[src/rtl/clk_ctrl_pkg.sv]
package clk_ctrl_pkg;
  localparam int REG_W = 8;
  localparam int B_IRQ  = 7;
  localparam int B_FLAG = 6;
  localparam int B_MON  = 5;
  localparam int B_SEL  = 4;
  localparam int B_ION  = 3;
  localparam int B_IST  = 2;
  localparam int B_EON  = 1;
  localparam int B_EST  = 0;

  // Write strobes and qualifiers passed from control to datapath
  typedef struct packed {
    logic wr;
    logic monOk;
    logic irqOk;
    logic selHiOk;
    logic selLoOk;
    logic clrOk;
  } strobe_t;

  // Stored register state
  typedef struct packed {
    logic irqEn;
    logic flag;
    logic monOn;
    logic clkSel;
    logic intOn;
    logic extOn;
  } state_t;
endpackage

[src/rtl/clk_ctrl_seq.sv]
module clk_ctrl_seq
  import clk_ctrl_pkg::*;
(
  input  logic    clk,
  input  logic    rstN,
  input  logic    sel,
  input  logic    rdEn,
  input  logic    wrEn,
  input  state_t  st,
  input  logic    intStable,
  input  logic    extStable,
  output strobe_t stb
);
  logic qualBoth, qualExt, qualInt, monHeld, armed;
  logic wrHit, rdHit;

  assign wrHit = sel & wrEn;
  assign rdHit = sel & rdEn;

  // Qualifiers sampled one edge earlier so the state must already hold
  always_ff @(posedge clk or negedge rstN) begin
    if (!rstN) begin
      qualBoth <= 1'b0;
      qualExt  <= 1'b0;
      qualInt  <= 1'b0;
      monHeld  <= 1'b0;
      armed    <= 1'b0;
    end else begin
      qualBoth <= st.intOn & st.extOn & intStable & extStable;
      qualExt  <= st.extOn & extStable;
      qualInt  <= st.intOn & intStable;
      monHeld  <= st.monOn;
      if (wrHit)
        armed <= 1'b0;
      else if (rdHit && st.flag)
        armed <= 1'b1;
    end
  end

  always_comb begin
    stb.wr      = wrHit;
    stb.monOk   = qualBoth;
    stb.irqOk   = monHeld & st.monOn;
    stb.selHiOk = qualExt;
    stb.selLoOk = qualInt;
    stb.clrOk   = armed;
  end
endmodule

[src/rtl/clk_ctrl_dp.sv]
module clk_ctrl_dp
  import clk_ctrl_pkg::*;
(
  input  logic             clk,
  input  logic             rstN,
  input  strobe_t          stb,
  input  logic [REG_W-1:0] wrData,
  input  logic             stopMode,
  input  logic             oscInStop,
  input  logic             intLoss,
  input  logic             extLoss,
  output state_t           st
);
  state_t nx;
  logic   intLossEff, extLossEff, monForceOff, selForceLo, selForceHi;
  logic   unusedBits;

  assign unusedBits = wrData[B_IST] ^ wrData[B_EST];

  always_comb begin
    nx = st;
    intLossEff = st.monOn & intLoss;
    extLossEff = st.monOn & extLoss;

    // Generator enables: plain read/write
    if (stb.wr) begin
      nx.intOn = wrData[B_ION];
      nx.extOn = wrData[B_EON];
    end

    // Monitor enable: qualified set, held by flag, forced off
    monForceOff = !nx.intOn || !nx.extOn || (stopMode && !oscInStop);
    if (stb.wr)
      nx.monOn = wrData[B_MON] ? (st.monOn | stb.monOk) : 1'b0;
    if (st.flag)
      nx.monOn = 1'b1;
    if (monForceOff)
      nx.monOn = 1'b0;

    // Flag: set on effective loss, clear by armed write of 0
    if (stb.wr && stb.clrOk && !wrData[B_FLAG])
      nx.flag = 1'b0;
    if (intLossEff || extLossEff)
      nx.flag = 1'b1;
    if (!nx.monOn)
      nx.flag = 1'b0;

    // Interrupt enable
    if (stb.wr)
      nx.irqEn = wrData[B_IRQ] ? (st.irqEn | stb.irqOk) : 1'b0;
    if (!nx.monOn)
      nx.irqEn = 1'b0;

    // Clock select: qualified writes, fail-safe forcing, low wins
    if (stb.wr)
      nx.clkSel = wrData[B_SEL] ? (st.clkSel | stb.selHiOk)
                                : (st.clkSel & !stb.selLoOk);
    selForceHi = intLossEff || !nx.intOn;
    selForceLo = extLossEff || !nx.extOn;
    if (selForceHi)
      nx.clkSel = 1'b1;
    if (selForceLo)
      nx.clkSel = 1'b0;
  end

  always_ff @(posedge clk or negedge rstN) begin
    if (!rstN) begin
      st <= '{irqEn: 1'b0, flag: 1'b0, monOn: 1'b0, clkSel: 1'b0,
              intOn: 1'b1, extOn: 1'b0};
    end else begin
      st <= nx;
    end
  end
endmodule

[src/rtl/clk_ctrl_reg.sv]
module clk_ctrl_reg
  import clk_ctrl_pkg::*;
(
  input  logic             clk,
  input  logic             rstN,
  input  logic             sel,
  input  logic             rdEn,
  input  logic             wrEn,
  input  logic [REG_W-1:0] wrData,
  output logic [REG_W-1:0] rdData,
  input  logic             intStableIn,
  input  logic             extStableIn,
  input  logic             intLossIn,
  input  logic             extLossIn,
  input  logic             stopMode,
  input  logic             oscInStop,
  output logic             intGenEn,
  output logic             extGenEn,
  output logic             clkSelOut,
  output logic             monEnOut,
  output logic             irqOut
);
  state_t  st;
  strobe_t stb;
  logic [REG_W-1:0] regView;

  clk_ctrl_seq u_seq (
    .clk       (clk),
    .rstN      (rstN),
    .sel       (sel),
    .rdEn      (rdEn),
    .wrEn      (wrEn),
    .st        (st),
    .intStable (intStableIn),
    .extStable (extStableIn),
    .stb       (stb)
  );

  clk_ctrl_dp u_dp (
    .clk       (clk),
    .rstN      (rstN),
    .stb       (stb),
    .wrData    (wrData),
    .stopMode  (stopMode),
    .oscInStop (oscInStop),
    .intLoss   (intLossIn),
    .extLoss   (extLossIn),
    .st        (st)
  );

  always_comb begin
    regView         = '0;
    regView[B_IRQ]  = st.irqEn;
    regView[B_FLAG] = st.flag;
    regView[B_MON]  = st.monOn;
    regView[B_SEL]  = st.clkSel;
    regView[B_ION]  = st.intOn;
    regView[B_IST]  = intStableIn;
    regView[B_EON]  = st.extOn;
    regView[B_EST]  = extStableIn;
  end

  assign rdData    = (sel && rdEn) ? regView : '0;
  assign intGenEn  = st.intOn;
  assign extGenEn  = st.extOn;
  assign clkSelOut = st.clkSel;
  assign monEnOut  = st.monOn;
  assign irqOut    = st.irqEn & st.flag;
endmodule

[config.mk]
export PLATFORM = sky130hd
export DESIGN_NAME = clk_ctrl_reg
export DESIGN_NICKNAME = d
export VERILOG_FILES = /design/src/rtl/clk_ctrl_pkg.sv /design/src/rtl/clk_ctrl_seq.sv /design/src/rtl/clk_ctrl_dp.sv /design/src/rtl/clk_ctrl_reg.sv
export SDC_FILE = /design/constraint.sdc
export NUM_CORES = 1
export LEC_CHECK = 0
export BUFFER_PORTS_ARGS = -buffer_cell sky130_fd_sc_hd__buf_2
export CAP_MARGIN = 30
export CORE_MARGIN = 5
export CORE_UTILIZATION = 40
export DETAILED_ROUTE_END_ITERATION = 8
export GPL_TIMING_DRIVEN = 1
export PLACE_DENSITY = 0.82
export SYNTH_ARGS = -nofsm -noshare
export SYNTH_HDL_FRONTEND = slang
export SYNTH_SLANG_ARGS = --single-unit
[constraint.sdc]
create_clock -name clk -period 1.8 [get_ports clk]
set_clock_uncertainty 0.2 [all_clocks]
set_input_delay 0.18 -clock clk [delete_from_list [all_inputs] [get_ports clk]]
set_output_delay 0.18 -clock clk [all_outputs]
set_load 0.02 [all_outputs]
After elaboration in Yosys (flattened, before gate mapping)
Index checks and enable logic that the tools add are counted.

word-level totals
  RAM bits = 0
  output and inout bits = 13
  register bits = 11
  memories kept = 0
  logic and storage cells = 63
  ROM bits = 0
  latch bits = 0
  input port bits = 19

cells by class
  $lt $le $gt $ge = 0
  add/sub/neg operators = 0
  mux-type cells = 18
  reduce and logical (&&, ||, !) cells = 17
  shifts and indexed selects = 0
  $mul = 0
  eq/ne operators = 2
  divide/modulo/power cells = 0
  bitwise gates (word level) = 15

operators with widths
  kind                                           number
  2-to-1 mux 1 bit                               16
  AND 1 bit                                      12
  2-to-1 mux 8 bit                               1
  logical AND 1 bit                              5
  zero test 1 bit                                5
  logical OR 1 bit                               5
  inequality test 3 bit (second input constant)  1
  OR 1 bit                                       3
  nonzero test 3 bit                             1
  2-to-1 mux 2 bit                               1
  inequality test 2 bit (second input constant)  1
  nonzero test 2 bit                             1

Logic depth before layout (Yosys ltp)
  word-level depth = 7
  depth in mapped cells = 5
  depth with buffers taken out = 4

Cells and area by module
Synthesis repeated with hierarchy kept, for this count alone.

unflattened totals
  cells, all modules = 56
  area, all modules = 601.8 sq um

by module, submodules not included
  module        area an instance (sq um)  sequential area each (sq um)  times used  cells an instance
  clk_ctrl_dp   329.1                     151.4                         1           30
  clk_ctrl_seq  216.5                     125.1                         1           17
  clk_ctrl_reg  56.3                      0.0                           1           9

Worst setup path after synthesis
No wires, ideal clock.

  kind = flip-flop to flip-flop
  start = register u_dp.st[3] (netlist name)
  end = register u_dp.st[2] (netlist name)
  clock period less this slack = 1.404 ns
  path buffers = 0
  stages on the path, launching flop included = 3
  slack = 0.396 ns
  data required time = 1.474 ns
  setup time = 0.126 ns
  arrival time = 1.078 ns
  cells stage by stage = dfrtp_1 -> a22o_1 -> o311a_1

between the ends
  cells in the longest elaborated chain, start to end = 4
  elaborated cells on any way between the ends = 7
  classes of those cells = mux: 2; bitwise: 2; reduce/logical: 3

ends and longest elaborated chain
  what              RTL line           source
  AND 1 bit         clk_ctrl_dp.sv:22  intLossEff = st.monOn & intLoss;
  logical OR 1 bit  clk_ctrl_dp.sv:58  selForceHi = intLossEff || !nx.intOn;
  2-to-1 mux 1 bit  clk_ctrl_dp.sv:60  if (selForceHi)
  2-to-1 mux 1 bit  clk_ctrl_dp.sv:62  if (selForceLo)

Several ways; a longest one is shown, not always the timed one.
A chain may end at the register's enable or synchronous reset.

Final worst setup path
  start = input port intStableIn
  end = output port rdData[2]

between the ends
  cells in the longest elaborated chain, start to end = 1

ends and longest elaborated chain
  what              RTL line            source
  from (decl)       clk_ctrl_reg.sv:11  input logic intStableIn,
  2-to-1 mux 8 bit  clk_ctrl_reg.sv:63  assign rdData = (sel && rdEn) ? regView : '0;
  to (decl)         clk_ctrl_reg.sv:10  output logic [REG_W-1:0] rdData,

No other way between the ends.

==> run metrics <==
top cell type by total area after synthesis dfrtp_1; total number of vias 529; Fmax 663.3 MHz; Cells after Synth 51; final hold violations 1; number of fillers in the final layout 124; post-detail-place hpwl 1.070 mm; Total GRT Usage 14.24%; grt peak-use layer met2; leakage about 0.42 nW; WS Path Type in -> out; Peak VDD IR 484.6 uV; number of flops mapped to enable cells by yosys 0; RePlAce Congestion 0.8006; CP arrival 1130 ps; post-route minimum period 1508 ps; clock root cell clkbuf_4; RSZ-0062 raised after global routing false; row count 13; Vert. Die Dim 46.89 microns; post-synthesis sequential area ratio 50.80%; endpoints failing setup 0; Hold Path Class in -> reg; Routed Antenna Nets 0; number of global-route vias before repair 516; synth unique cells 23; end of the worst hold path u_seq.qualExt; drt wl/cell 13.09 microns; area grow syn2layout 42.07%; Num Clock Sinks 11; largest net degree at the start of global routing 12; crit share post-route 83.76%; TritonCTS Buffers 3; met2 Use GR 23.58%; first-pass GRT wire length 2.221 mm; Synth top area share ~46%; Finished Cell Area 773.2 sq um; initial antenna violation count 0; crit-path max FO 2; DP Area 696.9 sq um; r2r setup slk between 300 and 400 ps; run status finished with violations; share of layout cells above drive strength 1 about 40%; DR pass1 iterations 4; synth cell count leaders dfrtp_1, and3_1, and2_1; top cells by area, synth dfrtp_1, and3_1, dfstp_2; Synth Area per Inst roughly 11 sq um; Clock Tree Buf Depth 2; hold_ws -0.9611 ps; Die W around 47 microns; FF-to-FF path depth 4; Max Transition Viols Final 0; Clock Latency Late Sink 260 ps; Resized cells post-CTS 0; Initial Utilization 41.83%; Layout Nets ~110; Clock Pin Slew Worst Setup and Hold Paths 70 ps; Cell Pwr Density 758.3 nW/um^2; Netlist Area Pre-Place 544.3 sq um; Die Footprint 2198 sq um; failing checks hold timing; # IOs 32; Hold Path Stages 2; DRC violations left 0; H-tree depth 1; final core utilization 59.42%; Inserted Diodes 0; FFs w/ async S/R, synth 100.0%; R2R Path End u_dp.st[5]; crit path launch type primary input; syn nets 70; drt via density 5.136; Congestion Overflow GR 0; setup_tns 0 ps; Least-Margin Pin Slew 261.1 ps; most common cell in the netlist dfrtp_1; Iter 0 DRT Violations 8; Yosys reg bits 11; GRT met1 Usage between 15 and 20%; grt met3 use around 3.8%; ys flop type dfrtp_1; Crit. End Element output port; core area 1301 sq um; Hold Crit Start extStableIn; Worst Path Required ~1400 ps; reg2reg start u_dp.st[1]; CTS tree done; Total Wirelength between 1 and 1.5 mm; synth warn 0; PnR Total Power slightly below 0.6 mW; max cap viols 0; port bufs 29; slew margin rel. 82.59%
-- worst max-delay path, stage by stage --
cell	delay, ps
dlygate4sd3_1	530
buf_2	120
and3_1	150
buf_2	150
-- cell type report --
| cell class | count | area [sq um] | area share [%] |
|---|---|---|---|
| inverter | 1 | 3.754 | 0.4854 |
| sequential | 11 | 276.5 | 35.76 |
| timing repair buffer | 34 | 195.2 | 25.24 |
| multi-input combinational | 38 | 252.7 | 32.69 |
| clock buffer | 4 | 26.28 | 3.398 |
| tap | 15 | 18.77 | 2.427 |
-- per-stage QoR --
step,instances,hold WS [ps],setup WS (ps)
CTS,103,0.3506,280.7
detailed placement,94,-141.1,390.0
floorplan,51,-315.6,396.2
global route,103,16.45,240.3
finish,103,-0.9611,292.4
global placement,94,-143.4,424.8
-- metal layers --
| metal | vias to the layer above | part of all wire [%] |
|---|---|---|
| met5 | - | 0 |
| met4 | 0 | 1.4 |
| met3 | 4 | 8.5 |
| met2 | 21 | 43 |
| met1 | 244 | 47 |
| li1 | 260 | - |
-- placed cells by master (no fill, tap or decap) --
cell and n:
inv_1 1, dfrtp_1 10, mux2_1 2, o21ai_0 2
a31oi_1 2, clkbuf_1 1, nor2_1 1, o211ai_1 2
buf_2 29, o311a_1 1, nor3b_2 1, dfstp_2 1
dlygate4sd3_1 5, and2_1 4, a22o_1 1, a21oi_1 2
o21ai_1 1, and2_4 1, and3_1 8, clkbuf_4 3
nand2b_1 2, nand2_1 3, and3_4 1, o21a_1 1
nor2b_1 1, nor3_1 2
-- state kept, by name (all words and copies together), names as in the netlist --
| register | cells |
|---|---|
| u_seq.qualInt | 1 |
| u_dp.st | 6 |
| u_seq.armed | 1 |
| u_seq.qualExt | 1 |
| u_seq.qualBoth | 1 |
| u_seq.monHeld | 1 |
-- where the power goes --
group	total, mW	switching, mW	internal [mW]
combinational	0.132	0.0701	0.0624
sequential	0.292	0.0213	0.271
clock	0.162	0.0764	0.0856
-- how the worst max path moves through the flow --
stage	slack, ps	endpoint	depth (start not counted)	start
after floorplan	400	u_dp.st[2]	2	u_dp.st[3]
after global placement	420	u_dp.st[5]	4	u_dp.st[1]
after detailed placement	390	u_dp.st[5]	4	u_dp.st[1]
after CTS	280	rdData[3]	2	u_dp.st[1]
after global routing	240	rdData[3]	2	u_dp.st[1]
final	290	rdData[2]	4	intStableIn
-- timing repair --
action                    in CTS  in global routing
hold endpoints to repair      15                  0
hold buffers                   5                  0
setup buffers                  0                  0
-- kinds of logic after synthesis --
logic type	share of synthesized area, %
simple gates	27.82
mux	4.138
compound gates	14.48
buf+inv	2.758
flops	50.81
No activity file was read; power rests on OpenSTA's default activity.
